<file path="src/rtl/lfsr_div_pkg.sv">
package lfsr_div_pkg;

  // Smallest register width b with n < 2**b.
  function automatic int unsigned reg_width(input longint unsigned n);
    int unsigned b;
    b = 1;
    while (n >= (64'd1 << b)) b++;
    return b;
  endfunction

  // One-hot bit for tap position t (positions start at 1; 0 means unused).
  function automatic logic [31:0] tap_bit(input int unsigned t);
    return (t == 0) ? 32'd0 : (32'd1 << (t - 1));
  endfunction

  function automatic logic [31:0] tap_set(input int unsigned a, input int unsigned b,
                                          input int unsigned c, input int unsigned d);
    return tap_bit(a) | tap_bit(b) | tap_bit(c) | tap_bit(d);
  endfunction

  // Maximal-length XNOR tap set for each supported width.
  function automatic logic [31:0] tap_mask(input int unsigned w);
    case (w)
      3:  return tap_set(3, 2, 0, 0);
      4:  return tap_set(4, 3, 0, 0);
      5:  return tap_set(5, 3, 0, 0);
      6:  return tap_set(6, 5, 0, 0);
      7:  return tap_set(7, 6, 0, 0);
      8:  return tap_set(8, 6, 5, 4);
      9:  return tap_set(9, 5, 0, 0);
      10: return tap_set(10, 7, 0, 0);
      11: return tap_set(11, 9, 0, 0);
      12: return tap_set(12, 6, 4, 1);
      13: return tap_set(13, 4, 3, 1);
      14: return tap_set(14, 5, 3, 1);
      15: return tap_set(15, 14, 0, 0);
      16: return tap_set(16, 15, 13, 4);
      17: return tap_set(17, 14, 0, 0);
      18: return tap_set(18, 11, 0, 0);
      19: return tap_set(19, 6, 2, 1);
      20: return tap_set(20, 17, 0, 0);
      21: return tap_set(21, 19, 0, 0);
      22: return tap_set(22, 21, 0, 0);
      23: return tap_set(23, 18, 0, 0);
      24: return tap_set(24, 23, 22, 17);
      25: return tap_set(25, 22, 0, 0);
      26: return tap_set(26, 6, 2, 1);
      27: return tap_set(27, 5, 2, 1);
      28: return tap_set(28, 25, 0, 0);
      29: return tap_set(29, 27, 0, 0);
      30: return tap_set(30, 6, 4, 1);
      31: return tap_set(31, 28, 0, 0);
      default: return 32'd0;
    endcase
  endfunction

  // Register contents after n-1 enabled steps from all zeros.
  function automatic logic [31:0] match_pattern(input longint unsigned n);
    int unsigned w;
    logic [31:0] lim;
    logic [31:0] msk;
    logic [31:0] s;
    w   = reg_width(n);
    lim = (w >= 32) ? 32'hFFFF_FFFF : ((32'd1 << w) - 32'd1);
    msk = tap_mask(w);
    s   = 32'd0;
    for (longint unsigned i = 1; i < n; i++) begin
      s = ((s << 1) & lim) | {31'd0, ~^(s & msk)};
    end
    return s;
  endfunction

endpackage

</file>
<file path="src/rtl/lfsr_div_shift.sv">
module lfsr_div_shift #(
  parameter int unsigned     WIDTH = 7,
  parameter logic [WIDTH-1:0] TAPS = '0
) (
  input  logic             clk,
  input  logic             step_en,
  input  logic             restart,
  output logic [WIDTH-1:0] state_q
);

  logic feed_bit;

  // XNOR feedback: the all-ones state is the lock-up state, so all zeros is a legal start.
  assign feed_bit = ~^(state_q & TAPS);

  // Bit 0 takes the feedback; every other bit takes its lower neighbour.
  for (genvar i = 0; i < WIDTH; i++) begin : g_stage
    if (i == 0) begin : g_head
      always_ff @(posedge clk) begin
        if (step_en) state_q[0] <= restart ? 1'b0 : feed_bit;
      end
    end else begin : g_body
      always_ff @(posedge clk) begin
        if (step_en) state_q[i] <= restart ? 1'b0 : state_q[i-1];
      end
    end
  end

endmodule

</file>
<file path="src/rtl/lfsr_div_match.sv">
module lfsr_div_match #(
  parameter int unsigned      WIDTH   = 7,
  parameter logic [WIDTH-1:0] PATTERN = '0
) (
  input  logic [WIDTH-1:0] state_q,
  output logic             hit
);

  assign hit = (state_q == PATTERN);

endmodule

</file>
<file path="src/rtl/lfsr_pulse_divider.sv">
module lfsr_pulse_divider
  import lfsr_div_pkg::*;
#(
  parameter int unsigned DIVISOR = 100
) (
  input  logic clk,
  input  logic step_en,
  input  logic sync_clr,
  output logic pulse
);

  localparam int unsigned     W     = reg_width(longint'(DIVISOR));
  localparam logic [31:0]     MASK  = tap_mask(W);
  localparam logic [31:0]     TERMW = match_pattern(longint'(DIVISOR));
  localparam logic [W-1:0]    TAPS  = MASK[W-1:0];
  localparam logic [W-1:0]    TERM  = TERMW[W-1:0];

  if (DIVISOR < 4 || DIVISOR > (32'd1 << 30)) begin : g_bad_divisor
    $error("lfsr_pulse_divider: DIVISOR %0d outside 4..2^30", DIVISOR);
  end
  if (TERM == '0) begin : g_bad_pattern
    $error("lfsr_pulse_divider: matching pattern is all zeros");
  end

  logic [W-1:0] lfsr_q;
  logic         hit;
  logic         restart;

  assign restart = hit | sync_clr;
  assign pulse   = hit;

  lfsr_div_shift #(.WIDTH(W), .TAPS(TAPS)) u_shift (
    .clk     (clk),
    .step_en (step_en),
    .restart (restart),
    .state_q (lfsr_q)
  );

  lfsr_div_match #(.WIDTH(W), .PATTERN(TERM)) u_match (
    .state_q (lfsr_q),
    .hit     (hit)
  );

  // Assertion support: a plain binary count of enabled cycles, started by the first clear.
  logic         chk_live = 1'b0;
  logic [W-1:0] chk_cnt;

  always_ff @(posedge clk) begin
    if (step_en) begin
      if (sync_clr) chk_live <= 1'b1;
      chk_cnt <= (sync_clr || pulse) ? '0 : chk_cnt + 1'b1;
    end
  end

  a_r1_zero_after_clear: assert property (@(posedge clk) disable iff (!chk_live)
    step_en && sync_clr |=> lfsr_q == '0);
  a_r5_restart_on_pulse: assert property (@(posedge clk) disable iff (!chk_live || sync_clr)
    step_en && pulse |=> lfsr_q == '0);
  a_r2_pulse_at_period: assert property (@(posedge clk) disable iff (!chk_live)
    pulse |-> chk_cnt == W'(DIVISOR - 1));
  a_r2_period_gives_pulse: assert property (@(posedge clk) disable iff (!chk_live)
    chk_cnt == W'(DIVISOR - 1) |-> pulse);
  a_r3_single_cycle: assert property (@(posedge clk) disable iff (!chk_live || sync_clr)
    step_en && pulse |=> !pulse);
  a_r4_frozen: assert property (@(posedge clk) disable iff (!chk_live)
    !step_en |=> $stable(lfsr_q) && $stable(pulse));

endmodule

</file>
<file path="config.mk">
export PLATFORM = sky130hd
export DESIGN_NAME = lfsr_pulse_divider
export DESIGN_NICKNAME = d
export VERILOG_FILES = /design/src/rtl/lfsr_div_pkg.sv /design/src/rtl/lfsr_div_shift.sv /design/src/rtl/lfsr_div_match.sv /design/src/rtl/lfsr_pulse_divider.sv
export SDC_FILE = /design/constraint.sdc
export NUM_CORES = 1
export LEC_CHECK = 0
export BUFFER_PORTS_ARGS = -buffer_cell sky130_fd_sc_hd__buf_2
export CORE_AREA = 2 2 39 41
export CTS_BUF_LIST = sky130_fd_sc_hd__clkbuf_2
export DETAILED_ROUTE_END_ITERATION = 16
export DIE_AREA = 0 0 41 43
export SYNTH_ARGS = -nofsm -noshare
export SYNTH_HDL_FRONTEND = slang
export SYNTH_SLANG_ARGS = --single-unit
export TNS_END_PERCENT = 10
</file>
<file path="constraint.sdc">
create_clock -name clk -period 1.3 [get_ports clk]
set_clock_uncertainty 0.05 [all_clocks]
set_input_delay 0.39 -clock clk [delete_from_list [all_inputs] [get_ports clk]]
set_output_delay 0.39 -clock clk [all_outputs]
set_load 0.02 [all_outputs]
</file>
# After elaboration in Yosys (flattened, before gate mapping)
# Cells that the tools add are included.
[totals]
reg_bits = 7
in_bits = 3
word_cells = 10
out_inout_bits = 1
[classes]
n_bitwise = 1
reduce_logical = 1
n_eq_ne = 1
[op_table]
columns = ["op", "count"]
rows = [
  ["$eq 7x7->1 const B", 1],
  ["$reduce_xnor 7->1", 1],
  ["$or 1x1->1", 1],
]

# Logic depth before layout (Yosys ltp)
# Gate-level depths: netlist of the first run.
[depth]
depth_word = 2
ltp_mapped = 2
ltp_nobuf = 2

# By module
# A second synthesis of the first run with hierarchy kept.
[unflattened]
hier_cells = 19
area_unflattened_um2 = 291.5
[by_module_without_submodules]
columns = ["mod", "seq_area_each_um2", "instances", "cells_each", "area_per_inst_um2"]
rows = [
  ["lfsr_div_shift", 210.2, 1, 15, 260.2],
  ["lfsr_div_match", 0.0, 1, 3, 25.0],
  ["lfsr_pulse_divider", 0.0, 1, 1, 6.3],
]

# Worst setup path before layout of the first run
# No wires, ideal clock.
[synth_timing]
kind = "flip-flop to output port"
from = "register u_shift.state_q[5]"
to = "output pulse"
t_required_ns = 0.860
path_slack_ns = -0.061
stages_incl_launch_ff = 3
arrival_ns = 0.921
path_buffers = 0
path_cell_list = "edfxtp_1 -> nor3b_4 -> and2_1"
[synth_via]
elab_chain_len = 1
[synth_rtl]
columns = ["element", "line", "rtl"]
rows = [
  ["start: declaration", "lfsr_div_shift.sv:8", "output logic [WIDTH-1:0] state_q"],
  ["start signal: indexed assignment", "lfsr_div_shift.sv:24", "if (step_en) state_q[i] <= restart ? 1'b0 : state_q[i-1];"],
  ["$eq 7x7->1", "lfsr_div_match.sv:9", "assign hit = (state_q == PATTERN);"],
  ["end: declaration", "lfsr_pulse_divider.sv:9", "output logic pulse"],
]
# No other way between the ends.

# Worst setup path in the final report of the first run
[layout_timing]
from = "register u_shift.state_q[4]"
to = "output pulse"
# The elaborated chain is that of the path after synthesis.

==> results.ini, run 1 <==
[timing]
drv_slew=0
max_slew.worst_pin.slew_ns=0.158
hold_violations=0
final_min_period_over_clock_period_pct=121
setup_viol=1
max-slew-margin-rel_pct=89.5
worst_slack_ns=-0.273
period_needed_ns=1.57
whs_ns=0.435
fmax_mhz=636
rsz0062_at_grt=true

[place]
gp_congestion=0.609
portBuffers=3
placed_cell_area_um2=385
hpwlAfterDp_um=368
place_inst=45

[critical_path]
arrival_ns=1.13
ff2ff_path_depth=4
reg2reg_from=u_shift.state_q[4]
required_ns=0.86
critPathLaunchType=flip-flop
rr_endpoint=u_shift.state_q[4]
crit_path_end_kind=output port
r2r_slack_ns=0.07
crit_path_max_fanout=2
path_class=flip-flop to output port

[detailed_routing]
ant_nets=0
viasPerCell=4.02
drt_iter0_markers=2
totalWireLength_um=481
drt-pass1-iter-count=4
detail_route.wl_per_cell_um=9.62
drc_errors=0
dr_total_vias=201

[logic_synthesis]
syn_avg_cell_area_um2=14.8
async_reset_ff_share_pct=0
synth_top_area_share_pct=67.7
synth.largest_area_cell=edfxtp_1
synth_most_common_cell=edfxtp_1
synth_common_cells=edfxtp_1, a21oi_1, nand2b_1, nor2b_1
synth_edf_count=7
netlist_area_um2=310
yosys_warnings=0
synthTopCellsByArea=edfxtp_1, nand2b_1, nor2b_1, nor3b_4, a21oi_1
ys_seq_area_share_pct=67.7
synthDistinctLibCells=9
synth_flop_cell=edfxtp_1
synthCells=21
ys_ff_latch=7
syn_nets=24

[hold_path]
hp-class=input port to flip-flop
min_from=step_en
min_to=u_shift.state_q[1]
hold_path_depth=1

[final_layout]
multi_input_area_um2=103
largest_reg_flops=7
final-seq-area_um2=210
layout.cells.non_filler=50
diodes=0
syn_to_final_growth_pct=35.1
fill_cells=143
drive_gt1_share_pct=44.1
largestRegisters=u_shift.state_q: 7 flops
stdcell_area_um2=419
largest_register=u_shift.state_q
final_nets=38

[floorplan]
core_area_um2=1380
ios=4
die-area_um2=1760
initial_core_util_pct=22.4
die_x_um=41
chipHeight_um=43
std_cell_rows=14

[pwr]
pwr-share-clk_pct=32.8
p_sw_share_pct=20.9
p_int_mw=0.370
ir_drop_uv=401
seqPwrFrac_pct=58.2
p_leak_nw=0.175
p_per_area_nw_per_um2=1120
pwr-share-comb_pct=9.0
power_switching_mw=0.0976

[run_status]
status=finished, violations left
violations=negative setup slack

[grt]
grt_max_degree=8
grt_overflow=0
first_global_vias=198
grt_use_total_pct=7.03
antenna_found_initial=0
grt_pass1_wl_um=779

[clock_network]
cts_max_path_buffers=2
clkLatencyLatePin_ns=0.23
root_buffer=clkbuf_2
htree_levels=1
cts_sinks=7
path_clk_slew_ns=0.07
cts_tree=yes
cts_buffers=3
hold_buffers=0

[run]
cap_violations=0

## how the worst max path moves through the flow
stage | from | end | depth (start not counted)
after floorplan | u_shift.state_q[5] | pulse | 2
after global placement | u_shift.state_q[4] | pulse | 3
after detailed placement | u_shift.state_q[4] | pulse | 3
after CTS | u_shift.state_q[5] | pulse | 3
after global routing | u_shift.state_q[4] | pulse | 3
final | u_shift.state_q[4] | pulse | 3
## layout by cell type (no fill, tap or decap), drive strengths merged
cell type,count
nor2,1
buf,9
edfxtp,7
nor2b,3
xor2,1
nor3b,1
nand2b,3
clkbuf,4
and4b,1
and2,1
a21oi,3
## layer usage
layer	share of wire (%)	vias to the layer above	track usage, %	wire length, µm
met3	3.5	0	1.57	17
met4	0	0	8.00	0
met1	44	96	7.07	211
met5	0	-	0	0
li1	-	101	-	-
met2	52	4	10.3	252
## power groups by stage
| stage | combinational [mW] | clock (mW) | sequential [mW] |
|---|---|---|---|
| finish | 0.0421 | 0.154 | 0.272 |
| global route | 0.0461 | 0.180 | 0.274 |
| CTS | 0.0403 | 0.165 | 0.273 |
| detailed placement | 0.0398 | 0 | 0.277 |
| global placement | 0.0381 | 0 | 0.277 |
| floorplan | 0.0167 | 0 | 0.276 |
## metrics by stage
step	power [mW]	utilization, %	setup slack, ns	TNS (ns)
3_3_place_gp	0.315	27.8	-0.0727	-0.0727
4_1_cts	0.478	29.7	-0.305	-0.305
3_5_place_dp	0.317	27.8	-0.0694	-0.0694
6_report	0.468	30.3	-0.273	-0.273
5_1_grt	0.500	30.3	-0.365	-0.374
2_1_floorplan	0.293	-	0.0105	0
## cells by family (layout without fill, tap and decap cells)
| family | after synthesis | after routing | synth area share, % |
|---|---|---|---|
| AND/OR/NAND/NOR | 10 | 10 | 24.6 |
| flip-flops | 7 | 7 | 67.7 |
| AO/OA/AOI/OAI | 3 | 3 | 4.84 |
| XOR/XNOR | 1 | 1 | 2.82 |
| buffers and inverters | 0 | 13 | 0 |
## final cells by class
class / instances / share of cell area, %
Sequential cell: 7 / 50.1
Multi-Input combinational cell: 14 / 24.5
Timing Repair Buffer: 9 / 15.8
Clock buffer: 4 / 4.78
Tap cell: 16 / 4.78
## critical path, cell delays in order, from the launching register on
cell and delay, ns:
edfxtp_1 0.42, nor3b_4 0.22, and2_4 0.17, buf_6 0.10
## what timing repair did
| action | CTS | global route |
|---|---|---|
| endpoints found under the setup margin | 1 | 1 |
| resized for setup | 2 | 0 |
| pin swaps | 2 | 2 |
| setup buffers | 0 | 1 |
(Power assumes the default switching activity.)
==> run 2: changes to the inputs <==
CORE_AREA = 4 4 41 43   (was 2 2 39 41)
DIE_AREA = 0 0 45 47   (was 0 0 41 43)
==> run 2 against run 1 <==
- the flow still finishes with violations (negative setup slack)
- final cell count unchanged
- global-route usage decreased by 0.73 points
- maximum frequency decreased by 0.25%
- critical path depth unchanged
- non-clock buffer count increased by 1
- worst hold slack improved by 0.011 ns
- setup slack got worse by 0.0039 ns
- largest cell class unchanged
==> results.ini, run 2 (same netlist as run 1, synthesis figures left out) <==
[critical_path]
path_cells=and4b_1 > and2_4 > buf_6
arrival_ns=1.14
crit_buf_inv=1
crit_path_end_kind=output port
max_stage_delay_ns=0.38
required_ns=0.86
crit_path_max_fanout=2
cp_top_family=simple AND/OR/NAND/NOR gates
path_class=flip-flop to output port
critPathSlowestCell=edfxtp_1
critPathLaunchType=flip-flop

[pwr]
p_per_area_nw_per_um2=1110
ir_drop_uv=489
pwr-share-clk_pct=33.1
p_leak_nw=0.180
p_total_mw=0.474
pwr-share-comb_pct=9.3
p_int_mw=0.372
seqPwrFrac_pct=57.6
p_sw_share_pct=21.4
power_switching_mw=0.101

[final_layout]
largestRegisters=u_shift.state_q: 7 flops
fill_cells=136
diodes=0
drive_gt1_share_pct=45.7
final_cell_mix=buf_4, edfxtp_1, clkbuf_2
syn_to_final_growth_pct=37.1
largest_reg_flops=7
largest_register=u_shift.state_q
final_nets=39
layout.cells.non_filler=50

[hold_path]
hp-class=input port to flip-flop

[clock_network]
path_clk_slew_ns=0.07
cts_max_path_buffers=2
htree_levels=1
cts_tree=yes
root_buffer=clkbuf_2
cts_buffers=3
clkLatencyLatePin_ns=0.22
cts_sinks=7

[detailed_routing]
dr_total_vias=203
detail_route.wl_per_cell_um=10.0
ant_nets=0
drt_iter0_markers=6
totalWireLength_um=501
viasPerCell=4.06
drt-pass1-iter-count=2
drc_errors=0

[grt]
antenna_found_initial=0
grt_max_degree=8
grt_overflow=0
grt_pass1_wl_um=890
grt_use_total_pct=6.30
first_global_vias=216

[floorplan]
std_cell_rows=13
core_area_um2=1300
die_x_um=45
chipHeight_um=47
initial_core_util_pct=23.8
die-area_um2=2120
ios=4

[place]
gp_congestion=0.689
hpwlAfterDp_um=385
place_inst=44
place_ws_ns=-0.0711
portBuffers=3

[run_status]
status=finished, violations left
violations=negative setup slack

[timing]
period_needed_ns=1.58
whs_ns=0.446
max_slew.worst_pin.slew_ns=0.165
max-slew-margin-rel_pct=89.0
fmax_mhz=634
setup_viol=1
worst_slack_ns=-0.277
drv_slew=0
final_min_period_over_clock_period_pct=121
hold_violations=0
rsz0062_at_grt=true

[run]
cap_violations=0

==> run 2: cell types whose count changed in the layout (fill, tap and decap cells not counted), sizes merged <==
| cell | change |
|---|---|
| buf | +1 |
==> run 2: path summary, 6_finish.rpt <==
path | depth (start not counted) | start | to | slack [ns]
setup reg to reg | 4 | u_shift.state_q[5] | u_shift.state_q[2] | 0.07
hold reg to reg | 1 | u_shift.state_q[4] | u_shift.state_q[5] | 0.60
setup / recovery | 3 | u_shift.state_q[2] | pulse | -0.28
hold / removal | 1 | step_en | u_shift.state_q[6] | 0.45
==> run 2: timing repair <==
item | CTS | global route
buffers inserted | 2 | 0
gates resized for setup | 2 | 0
hold buffers | 0 | 0
pin swaps | 1 | 0
setup endpoints to repair | 1 | 3
gates cloned | 0 | 0
==> run 2: power by group through the flow <==
stage / Clock, mW / Combinational (mW) / Sequential (mW)
after detailed placement: 0 / 0.0398 / 0.278
after floorplan: 0 / 0.0167 / 0.276
after global placement: 0 / 0.0381 / 0.277
after CTS: 0.164 / 0.0448 / 0.273
final: 0.157 / 0.0441 / 0.273
after global routing: 0.172 / 0.0492 / 0.274
==> run 2: final cells by class <==
cell class | count | area (µm²) | area share (%)
Timing Repair Buffer | 10 | 73.8 | 17.4
Sequential cell | 7 | 210 | 49.4
Multi-Input combinational cell | 14 | 103 | 24.1
Tap cell | 15 | 18.8 | 4.41
Clock buffer | 4 | 20.0 | 4.71
==> run 2: worst register-to-register path, stage by stage (launching register included) <==
cell and delay, ns:
edfxtp_1 0.43, nor3b_4 0.22, buf_4 0.13, buf_4 0.10, a21oi_1 0.06
==> run 2: layer usage <==
metal  routed length, µm  part of all wire, %  vias to the layer above  global-route usage (%)
li1                    -                    -                      103                       -
met1                 224                   45                       96                    6.54
met2                 247                   49                        4                    10.2
met3                  30                  6.0                        0                    1.15
met4                   0                    0                        0                    7.02
met5                   0                    0                        -                       0
==> run 2: per-stage QoR <==
stage | TNS [ns] | instance area (µm²) | util [%]
after floorplan | 0 | 313 | -
after global placement | -0.0617 | 384 | 29.5
after detailed placement | -0.0711 | 384 | 29.5
after CTS | -0.291 | 425 | 32.7
after global routing | -0.349 | 425 | 32.7
final | -0.277 | 425 | 32.7
==> run 3: changes to the inputs <==
PLACE_DENSITY = 0.49   (was default)
==> run 3 against run 2 <==
- the flow still finishes with violations (negative setup slack)
- final cell count is 2.0% lower
- sequential power hardly changed
- design area is 1.8% lower
- non-clock buffer count is 1 lower
- first-iteration DRC count is 50% lower
- via count is 0.99% lower
- register-to-register slack better by 0.03 ns
- largest power group unchanged
- setup slack worse by 0.0017 ns
- clock power hardly changed
- highest routed layer is now met4
==> results.ini, run 3 (same netlist as run 1, synthesis figures left out) <==
[run_status]
status=finished, violations left
violations=negative setup slack

[place]
place_inst=44
portBuffers=3
gp_congestion=0.645
placed_cell_area_um2=384

[timing]
max-slew-margin-rel_pct=88.9
rsz0062_at_grt=true
max_slew.worst_pin.slew_ns=0.166
final_min_period_over_clock_period_pct=121
fmax_mhz=634
drv_slew=0
worst_slack_ns=-0.278
hold_violations=0
setup_viol=1
period_needed_ns=1.58

[final_layout]
final_nets=38
drive_gt1_share_pct=44.1
diodes=0
largestRegisters=u_shift.state_q: 7 flops
final_cell_mix=edfxtp_1, buf_4, clkbuf_2
fill_cells=146
largest_reg_flops=7
stdcell_area_um2=418
syn_to_final_growth_pct=34.7
largest_register=u_shift.state_q
layout.cells.non_filler=49
final_common_cell=edfxtp_1

[clock_network]
cts_max_path_buffers=2
cts_buffers=3
cts_sinks=7
path_clk_slew_ns=0.07
hold_buffers=0
clkLatencyLatePin_ns=0.22
cts_tree=yes
htree_levels=1
root_buffer=clkbuf_2

[detailed_routing]
viasPerCell=4.10
detail_route.wl_per_cell_um=9.92
drt_iter0_markers=3
dr_total_vias=201
ant_nets=0
drc_errors=0
drt-pass1-iter-count=2
totalWireLength_um=486

[grt]
grt_pass1_wl_um=752
grt_use_total_pct=5.66
grt_max_degree=8
first_global_vias=191
grt_overflow=0
antenna_found_initial=0

[floorplan]
ios=4
core_area_um2=1300
die-area_um2=2120
die_x_um=45
chipHeight_um=47
std_cell_rows=13
initial_core_util_pct=23.8

[pwr]
p_leak_nw=0.175
p_per_area_nw_per_um2=1130
ir_drop_uv=462

[run]
cap_violations=0

[critical_path]
max_stage_delay_ns=0.43
crit_path_end_kind=output port
path_class=flip-flop to output port
path_cells=nor3b_4 > and2_4 > buf_6
critPathLaunchType=flip-flop
crit_path_max_fanout=2
critPathSlowestCell=edfxtp_1
required_ns=0.86
arrival_ns=1.14

[hold_path]
hp-class=input port to flip-flop

run 3: cell types whose count changed in the layout (fill, tap and decap cells not counted):
| cell | before | now |
|---|---|---|
| buf_4 | 7 | 6 |
run 3: worst max-delay path: cells and delay by family, from the launching register on:
family | cells | cell delay (ns)
simple gates | 2 | 0.38
buf+inv | 1 | 0.10
flops | 1 | 0.43
run 3: metrics by stage:
step	utilization, %	total power [mW]	hold slack [ns]	setup slack (ns)	setup TNS, ns
final	32.1	0.472	0.443	-0.278	-0.278
after detailed placement	29.5	0.317	0.499	-0.0706	-0.0706
after global placement	29.5	0.315	0.497	-0.0657	-0.0657
after CTS	31.5	0.481	0.428	-0.306	-0.306
after global routing	32.1	0.501	0.430	-0.341	-0.341
after floorplan	-	0.293	0.452	0.0105	0
run 3: path summary, 6_finish.rpt:
check | from | depth (start not counted) | endpoint | slack [ns]
worst max-delay path | u_shift.state_q[5] | 3 | pulse | -0.28
worst min-delay path | step_en | 1 | u_shift.state_q[6] | 0.44
worst max register to register | u_shift.state_q[5] | 4 | u_shift.state_q[0] | 0.10
worst min register to register | u_shift.state_q[2] | 1 | u_shift.state_q[3] | 0.51
run 3: repair_timing:
action,4_1_cts,5_1_grt
buffers inserted,0,1
pin swaps,0,2
gates resized for setup,2,0
endpoints found under the setup margin,1,1
run 3: power by group:
part	leakage [nW]	internal, mW	switching, mW
sequential	0.0716	0.265	0.00789
clock	0.0166	0.0817	0.0757
combinational	0.0870	0.0243	0.0174
run 3: layout make-up:
type                            count  area [µm²]  area share (%)
Clock buffer                        4        20.0            4.79
Tap cell                           15        18.8            4.49
Sequential cell                     7         210            50.3
Timing Repair Buffer                9        66.3            15.9
Multi-Input combinational cell     14         103            24.6
run 3: layer usage:
metal,global-route usage (%),wire length (µm),vias to the layer above
li1,-,-,102
met1,5.61,215,91
met2,7.06,221,6
met3,2.68,34,2
met4,8.77,14,0
met5,0,0,-
